## config.mk

```make
export PLATFORM = sky130hd
export DESIGN_NAME = wb_coherency_ctrl
export DESIGN_NICKNAME = d
export VERILOG_FILES = /design/src/rtl/coh_pkg.sv /design/src/rtl/coh_flush_sync.sv /design/src/rtl/coh_line_state.sv /design/src/rtl/coh_sequencer.sv /design/src/rtl/wb_coherency_ctrl.sv
export SDC_FILE = /design/constraint.sdc
export NUM_CORES = 1
export LEC_CHECK = 0
export BUFFER_PORTS_ARGS = -buffer_cell sky130_fd_sc_hd__buf_2
export CAP_MARGIN = 25
export CORE_MARGIN = 2
export CORE_UTILIZATION = 38
export DETAILED_ROUTE_END_ITERATION = 6
export GPL_TIMING_DRIVEN = 0
export PLACE_DENSITY = 0.59
export SLEW_MARGIN = 20
export SYNTH_ARGS = -nofsm -noshare
export SYNTH_HDL_FRONTEND = slang
export SYNTH_SLANG_ARGS = --single-unit
```

## constraint.sdc

```tcl
create_clock -name clk -period 5.1 [get_ports clk]
set_clock_uncertainty 0.1 [all_clocks]
set_input_delay 1.02 -clock clk [delete_from_list [all_inputs] [get_ports clk]]
set_output_delay 1.02 -clock clk [all_outputs]
set_load 0.005 [all_outputs]
```

## src/rtl/coh_pkg.sv

```systemverilog
package coh_pkg;
  typedef enum logic [2:0] {
    ST_IDLE,   // waiting for a snoop or a flush
    ST_SCAN,   // flush: examine the line at the scan pointer
    ST_SNP,    // evaluate a captured snoop
    ST_WBREQ,  // present write-back request
    ST_WBWAIT, // request taken, waiting for burst completion
    ST_RWAIT,  // line owned by a running replacement
    ST_APPLY,  // update state bits of the current line
    ST_FDONE   // flush complete pulse
  } coh_state_e;
endpackage

```

## src/rtl/coh_flush_sync.sv

```systemverilog
module coh_flush_sync #(
  parameter int STAGES = 2
) (
  input  logic clk,
  input  logic rst_n,
  input  logic pin_n,
  output logic start_evt
);
  logic [STAGES-1:0] chain_q;
  logic              seen_q;
  logic              asserted;

  always_ff @(posedge clk) begin
    if (!rst_n) chain_q <= '1;
    else        chain_q <= {chain_q[STAGES-2:0], pin_n};
  end

  assign asserted = !chain_q[STAGES-1];

  always_ff @(posedge clk) begin
    if (!rst_n) seen_q <= 1'b0;
    else        seen_q <= asserted;
  end

  assign start_evt = asserted && !seen_q;

  // a start event is a single-cycle pulse
  assert_start_single_R8: assert property (@(posedge clk) disable iff (!rst_n)
    start_evt |=> !start_evt);
endmodule

```

## src/rtl/coh_line_state.sv

```systemverilog
module coh_line_state #(
  parameter int LINES = 16,
  localparam int IDX_W = $clog2(LINES)
) (
  input  logic             clk,
  input  logic             rst_n,
  input  logic             fill_en,
  input  logic [IDX_W-1:0] fill_idx,
  input  logic             store_en,
  input  logic [IDX_W-1:0] store_idx,
  input  logic             clr_en,
  input  logic             clr_valid,
  input  logic [IDX_W-1:0] clr_idx,
  input  logic [IDX_W-1:0] rd_a_idx,
  output logic             rd_a_valid,
  output logic             rd_a_dirty,
  input  logic [IDX_W-1:0] rd_b_idx,
  output logic             rd_b_valid,
  output logic             rd_b_dirty
);
  logic [LINES-1:0] valid_q;
  logic [LINES-1:0] dirty_q;

  for (genvar g = 0; g < LINES; g++) begin : g_line
    logic hit_clr, hit_fill, hit_store;
    assign hit_clr   = clr_en   && (clr_idx   == IDX_W'(g));
    assign hit_fill  = fill_en  && (fill_idx  == IDX_W'(g));
    assign hit_store = store_en && (store_idx == IDX_W'(g));

    always_ff @(posedge clk) begin
      if (!rst_n) begin
        valid_q[g] <= 1'b0;
        dirty_q[g] <= 1'b0;
      end else if (hit_clr) begin
        dirty_q[g] <= 1'b0;
        if (clr_valid) valid_q[g] <= 1'b0;
      end else if (hit_fill) begin
        valid_q[g] <= 1'b1;
        dirty_q[g] <= 1'b0;
      end else if (hit_store && valid_q[g]) begin
        dirty_q[g] <= 1'b1;
      end
    end
  end

  assign rd_a_valid = valid_q[rd_a_idx];
  assign rd_a_dirty = dirty_q[rd_a_idx];
  assign rd_b_valid = valid_q[rd_b_idx];
  assign rd_b_dirty = dirty_q[rd_b_idx];

  // an invalidating update leaves the line invalid
  assert_clear_takes_R2: assert property (@(posedge clk) disable iff (!rst_n)
    clr_en && clr_valid |=> !valid_q[$past(clr_idx)]);
  // a store to an invalid line never makes it modified
  assert_store_needs_valid_R11: assert property (@(posedge clk) disable iff (!rst_n)
    store_en && !valid_q[store_idx] |=> !dirty_q[$past(store_idx)]);
  // modified implies valid
  assert_dirty_implies_valid_R11: assert property (@(posedge clk) disable iff (!rst_n)
    (dirty_q & ~valid_q) == '0);
endmodule

```

## src/rtl/coh_sequencer.sv

```systemverilog
module coh_sequencer
  import coh_pkg::*;
#(
  parameter int LINES = 16,
  localparam int IDX_W = $clog2(LINES)
) (
  input  logic             clk,
  input  logic             rst_n,
  input  logic             wb_mode_en,
  input  logic             snoop_req,
  input  logic             snoop_inv,
  input  logic [IDX_W-1:0] snoop_idx,
  output logic             snoop_stall,
  output logic             hitm,
  input  logic             flush_evt,
  output logic             flush_done,
  input  logic             repl_busy,
  input  logic [IDX_W-1:0] repl_idx,
  output logic             wb_req_valid,
  input  logic             wb_req_ready,
  output logic [IDX_W-1:0] wb_req_idx,
  input  logic             wb_done,
  output logic             inval_valid,
  output logic [IDX_W-1:0] inval_idx,
  output logic [IDX_W-1:0] cur_idx,
  input  logic             cur_valid,
  input  logic             cur_dirty,
  output logic             clr_en,
  output logic             clr_valid
);
  localparam logic [IDX_W-1:0] LAST = IDX_W'(LINES - 1);

  coh_state_e       state_q;
  logic [IDX_W-1:0] snp_idx_q, scan_idx_q;
  logic             snp_inv_q, ret_scan_q, op_flush_q, flush_pend_q, hitm_q;
  logic             repl_hit, modified;
  coh_state_e       back_st;

  assign cur_idx  = (state_q == ST_SCAN || op_flush_q) ? scan_idx_q : snp_idx_q;
  assign repl_hit = repl_busy && (repl_idx == cur_idx);
  assign modified = cur_valid && cur_dirty;
  assign back_st  = ret_scan_q ? ST_SCAN : ST_IDLE;

  always_ff @(posedge clk) begin
    if (!rst_n) begin
      state_q      <= ST_IDLE;
      snp_idx_q    <= '0;
      scan_idx_q   <= '0;
      snp_inv_q    <= 1'b0;
      ret_scan_q   <= 1'b0;
      op_flush_q   <= 1'b0;
      flush_pend_q <= 1'b0;
      hitm_q       <= 1'b0;
    end else begin
      hitm_q <= 1'b0;
      if (flush_evt) flush_pend_q <= 1'b1;
      unique case (state_q)
        ST_IDLE: begin
          if (snoop_req) begin
            snp_idx_q  <= snoop_idx;
            snp_inv_q  <= snoop_inv;
            ret_scan_q <= 1'b0;
            state_q    <= ST_SNP;
          end else if (flush_pend_q) begin
            if (!flush_evt) flush_pend_q <= 1'b0;
            scan_idx_q <= '0;
            state_q    <= ST_SCAN;
          end
        end
        ST_SCAN: begin
          if (snoop_req) begin
            snp_idx_q  <= snoop_idx;
            snp_inv_q  <= snoop_inv;
            ret_scan_q <= 1'b1;
            state_q    <= ST_SNP;
          end else begin
            op_flush_q <= 1'b1;
            if (modified) state_q <= repl_hit ? ST_RWAIT : ST_WBREQ;
            else          state_q <= ST_APPLY;
          end
        end
        ST_SNP: begin
          hitm_q <= modified && wb_mode_en;
          if (modified) begin
            if (!repl_hit)      state_q <= ST_WBREQ;
            else if (snp_inv_q) state_q <= ST_RWAIT;
            else                state_q <= back_st;
          end else if (cur_valid && snp_inv_q) begin
            state_q <= ST_APPLY;
          end else begin
            state_q <= back_st;
          end
        end
        ST_WBREQ:  if (wb_req_ready) state_q <= ST_WBWAIT;
        ST_WBWAIT: if (wb_done)      state_q <= ST_APPLY;
        ST_RWAIT:  if (!repl_hit)    state_q <= ST_APPLY;
        ST_APPLY: begin
          if (op_flush_q) begin
            op_flush_q <= 1'b0;
            if (scan_idx_q == LAST) state_q <= ST_FDONE;
            else begin
              scan_idx_q <= scan_idx_q + IDX_W'(1);
              state_q    <= ST_SCAN;
            end
          end else begin
            state_q <= back_st;
          end
        end
        ST_FDONE: state_q <= ST_IDLE;
        default:  state_q <= ST_IDLE;
      endcase
    end
  end

  assign hitm         = hitm_q;
  assign snoop_stall  = !(state_q == ST_IDLE || state_q == ST_SCAN);
  assign wb_req_valid = (state_q == ST_WBREQ);
  assign wb_req_idx   = cur_idx;
  assign clr_en       = (state_q == ST_APPLY);
  assign clr_valid    = op_flush_q || snp_inv_q;
  assign inval_valid  = clr_en && clr_valid && cur_valid;
  assign inval_idx    = cur_idx;
  assign flush_done   = (state_q == ST_FDONE);

  // hit-to-modified only follows an evaluation with the mode enabled
  assert_hitm_mode_R6: assert property (@(posedge clk) disable iff (!rst_n)
    hitm |-> $past(wb_mode_en));
  // a pending request holds its line until taken
  assert_req_hold_R7: assert property (@(posedge clk) disable iff (!rst_n)
    wb_req_valid && !wb_req_ready |=> wb_req_valid && $stable(wb_req_idx));
  // no invalidation in the cycle after a write-back is handed over
  assert_no_early_inval_R2: assert property (@(posedge clk) disable iff (!rst_n)
    wb_req_valid && wb_req_ready |=> !inval_valid);
  // no write-back is requested for the line under replacement
  assert_no_dup_wb_R5: assert property (@(posedge clk) disable iff (!rst_n)
    $rose(wb_req_valid) |-> !(repl_busy && repl_idx == wb_req_idx));
  // flush completion is reached only from the last line
  assert_flush_last_R8: assert property (@(posedge clk) disable iff (!rst_n)
    flush_done |-> $past(cur_idx) == LAST && !$past(flush_done));
endmodule

```

## src/rtl/wb_coherency_ctrl.sv

```systemverilog
module wb_coherency_ctrl #(
  parameter int LINES = 16,
  parameter int SYNC_STAGES = 2,
  localparam int IDX_W = $clog2(LINES)
) (
  input  logic             clk,
  input  logic             rst_n,
  input  logic             wb_mode_en,
  input  logic             snoop_req,
  input  logic             snoop_inv,
  input  logic [IDX_W-1:0] snoop_idx,
  output logic             snoop_stall,
  output logic             hitm,
  input  logic             flush_pin_n,
  output logic             flush_done,
  input  logic             repl_busy,
  input  logic [IDX_W-1:0] repl_idx,
  output logic             wb_req_valid,
  input  logic             wb_req_ready,
  output logic [IDX_W-1:0] wb_req_idx,
  input  logic             wb_done,
  output logic             inval_valid,
  output logic [IDX_W-1:0] inval_idx,
  input  logic             fill_en,
  input  logic [IDX_W-1:0] fill_idx,
  input  logic             store_en,
  input  logic [IDX_W-1:0] store_idx,
  input  logic [IDX_W-1:0] look_idx,
  output logic             look_valid,
  output logic             look_dirty
);
  logic             flush_evt;
  logic [IDX_W-1:0] cur_idx;
  logic             cur_valid, cur_dirty, clr_en, clr_valid;

  coh_flush_sync #(.STAGES(SYNC_STAGES)) u_sync (
    .clk(clk), .rst_n(rst_n), .pin_n(flush_pin_n), .start_evt(flush_evt)
  );

  coh_line_state #(.LINES(LINES)) u_state (
    .clk(clk), .rst_n(rst_n),
    .fill_en(fill_en), .fill_idx(fill_idx),
    .store_en(store_en), .store_idx(store_idx),
    .clr_en(clr_en), .clr_valid(clr_valid), .clr_idx(cur_idx),
    .rd_a_idx(cur_idx), .rd_a_valid(cur_valid), .rd_a_dirty(cur_dirty),
    .rd_b_idx(look_idx), .rd_b_valid(look_valid), .rd_b_dirty(look_dirty)
  );

  coh_sequencer #(.LINES(LINES)) u_seq (
    .clk(clk), .rst_n(rst_n), .wb_mode_en(wb_mode_en),
    .snoop_req(snoop_req), .snoop_inv(snoop_inv), .snoop_idx(snoop_idx),
    .snoop_stall(snoop_stall), .hitm(hitm),
    .flush_evt(flush_evt), .flush_done(flush_done),
    .repl_busy(repl_busy), .repl_idx(repl_idx),
    .wb_req_valid(wb_req_valid), .wb_req_ready(wb_req_ready),
    .wb_req_idx(wb_req_idx), .wb_done(wb_done),
    .inval_valid(inval_valid), .inval_idx(inval_idx),
    .cur_idx(cur_idx), .cur_valid(cur_valid), .cur_dirty(cur_dirty),
    .clr_en(clr_en), .clr_valid(clr_valid)
  );
endmodule

```

==> results.yml <==
final_layout:
  post-route-util_pct: 44.62
  instances_no_fill: 550
  n_antenna_cell: 0
  seqCellArea_um2: 1021
  nNetsFinal: 476
  final_layout_size_suffix_gt1_share_pct: 20.22
  fillers: 858
  multi_input_area_um2: 2034
  area_growth_pct: 13.83
  post-route-cell-area_um2: 3666
clocking:
  postCtsSetupBuffers: 0
  cts_hold_buffers: 0
  clockBufferDepth: 2
  clock-sinks: 51
  htreeDepth: 2
  cts_buffers: 5
  clk_pin_slew_ps: 100
  cts_root_buffer: "clkbuf_8"
  cts_resized: 0
  clk_latency_ps: 320
  cts_tree: "done"
synthesis:
  synth_area_leaders: "dfxtp_1 (32%), nand2_1 (7.3%), mux4_2 (7.0%)"
  synth_top_family_by_area: "simple AND/OR/NAND/NOR gates"
  synth_compound_area_share_pct: 24.32
  yosysMostFrequentCell: "nand2_1"
  synth_area_per_cell_um2: 8.174
  synthTopCellsByCount: "nand2_1 (63), dfxtp_1 (51), nor2_1 (40)"
  synthArstFlopShare_pct: 0
  synth_cells: 394
  ys_ff_latch: 51
  yosys_warnings: 0
  yosysSeqAreaShare_pct: 31.70
  synth_nets: 426
  synth_top_area_share_pct: 31.70
  synth_top_area_cell: "dfxtp_1"
  synth_mux_area_share_pct: 11.19
  synth-edff-count: 0
  synthAdderAreaFrac_pct: 0.3885
  synth_xor_area_share_pct: 1.904
  synth_simple_gate_area_share_pct: 25.37
  synth.distinct_cells: 70
  synth_ff_type: "dfxtp_1"
  synthesis.area_um2: 3221
worst_setup_path:
  cp-startpoint: "u_seq.state_q[1]$_SDFFE_PN0P_"
  crit_required_ps: 3980
  start_kind: "flip-flop"
  cp.arrival_ps: 2960
  crit_type: "reg -> out"
  critPathCaptureType: "primary output"
  worstPathMaxFanout: 10
  r2r-start: "u_seq.state_q[2]$_SDFFE_PN0P_"
  reg2reg_depth: 10
timing:
  setup_viol: 0
  max_clock_freq_mhz: 245.2
  fin_crit_ps: 4078
  setup_ws_ps: 1022
  slew_headroom_pct: 36.51
  hold_viol: 0
  period_share_pct: 79.95
  slew_viol_final: 0
  grt_setup_unrepaired: "no"
  setup_tns_ps: 0
  tightest_slew_ps: 945.1
floorplanning:
  start_util_pct: 39.20
  die_x_um: 96.06
  die_area_um2: 9228
  fp.dieH_um: 96.06
  rows: 33
  core_um2: 8217
  pin_count: 46
power_and_ir_drop:
  p_leak_uw: 0.001323
  vdd_drop_max_v: 0.0001205
  p_int_uw: 724.7
  power.share.switching_pct: 39.20
  p_seq_share_pct: 37.2
  cellPowerDensity_nw_per_um2: 325.2
  combPwrFrac_pct: 41.3
  clkPwrFrac_pct: 21.5
  p_switching_uw: 467.3
routing:
  wire_per_inst_um: 18.07
  vias: 3285
  initialDrtViolationCount: 197
  wl_um: 9938
  drc: 0
  drtPass1Iterations: 5
  antenna_left: 0
  routed_via_density: 5.973
placement:
  gp_congestion: 0.9200
  numPortBuffers: 43
  dp.cells: 542
  post-place-ws_ps: 1263
  placed_area_um2: 3567
  dpl.hpwl_um: 7630
run_status:
  outcome: "finished, final reports clean"
grt:
  overflow: 0
  grt_max_degree: 17
  antenna_found_initial: 0
  track_usage_pct: 22.59
  grt_pass1_vias: 3019
  grt_pass1_wl_um: 15710
min_path:
  min_from: "u_sync.chain_q[0]$_SDFF_PN1_"
  hp-class: "reg -> reg"
  hold_depth: 1
flow_run:
  cap_violations: 0
==> metal layers <==
| layer | wire length, um | track usage, % | part of all wire (%) |
|---|---|---|---|
| met5 | 0 | 0 | 0 |
| met2 | 4639 | 35.71 | 47 |
| met4 | 154 | 7.262 | 1.5 |
| met1 | 4341 | 31.59 | 44 |
| met3 | 803 | 3.446 | 8.1 |
==> power groups by stage <==
stage | logic [uW] | clock network, uW | registers, uW
6_report | 492 | 256 | 443
5_1_grt | 541 | 274 | 447
4_1_cts | 487 | 262 | 443
3_5_place_dp | 485 | 0 | 452
3_3_place_gp | 482 | 0 | 452
2_1_floorplan | 361 | 0 | 446
==> worst paths after layout <==
kind	endpoint	slack [ps]
setup reg to reg	u_seq.state_q[1]$_SDFFE_PN0P_	1960
setup / recovery	inval_valid	1020
hold / removal	u_sync.chain_q[1]$_SDFF_PN1_	320
hold reg to reg	u_sync.chain_q[1]$_SDFF_PN1_	320
==> through the flow <==
| step | hold slack, ps | total power [uW] |
|---|---|---|
| 5_1_grt | 338.1 | 1262 |
| 2_1_floorplan | 285.5 | 806.7 |
| 3_5_place_dp | 295.4 | 937.0 |
| 3_3_place_gp | 295.6 | 933.7 |
| 4_1_cts | 324.1 | 1192 |
| 6_report | 317.4 | 1192 |
==> cells in the final DEF (no fill, tap or decap), types with 5 or more instances in the layout <==
cell | Yosys | final
a31oi_1 | 23 | 23
inv_1 | 9 | 9
clkbuf_8 | 0 | 6
xnor2_1 | 6 | 6
nand2_1 | 63 | 63
nand2b_1 | 5 | 5
mux4_2 | 10 | 10
mux2i_1 | 9 | 9
a21oi_1 | 29 | 29
o21ai_0 | 22 | 22
a2111oi_0 | 13 | 13
nor2_1 | 40 | 40
clkbuf_1 | 12 | 12
dfxtp_1 | 51 | 51
nor3_1 | 15 | 15
buf_2 | 0 | 43
and2_1 | 5 | 5
==> logic make-up (layout without fill, tap and decap cells) <==
group	Yosys count	after routing
adder cells (fa/ha/maj)	1	1
XOR/XNOR	7	7
AND/OR/NAND/NOR	164	164
multiplexers	22	22
flip-flops	51	51
AO/OA/AOI/OAI	116	116
buffers and inverters	33	84
==> flip-flops by register name, summed over array words and instances (netlist names), 2 cells and up <==
signal,cells
u_seq.scan_idx_q,4
u_seq.snp_idx_q,4
u_seq.state_q,3
u_state.dirty_q,16
u_state.valid_q,16
u_sync.chain_q,2
==> layout make-up <==
class	instances	share of cell area [%]
Buffer	19	3.072
Sequential cell	51	27.85
Multi-Input combinational cell	310	55.49
Tap cell	105	3.584
Clock buffer	6	2.253
Timing Repair Buffer	43	5.870
Inverter	14	1.433
Clock inverter	2	0.4437
==> critical path, stage by stage, from the launching register on <==
cell,delay [ps]
dfxtp_1,320
buf_6,130
nor3b_4,270
o21ai_1,190
and2_2,270
inv_2,190
mux2i_1,250
mux2i_1,90
mux2_2,300
o21ai_0,340
nor3_1,140
buf_2,160
(Power assumes the default switching activity.)
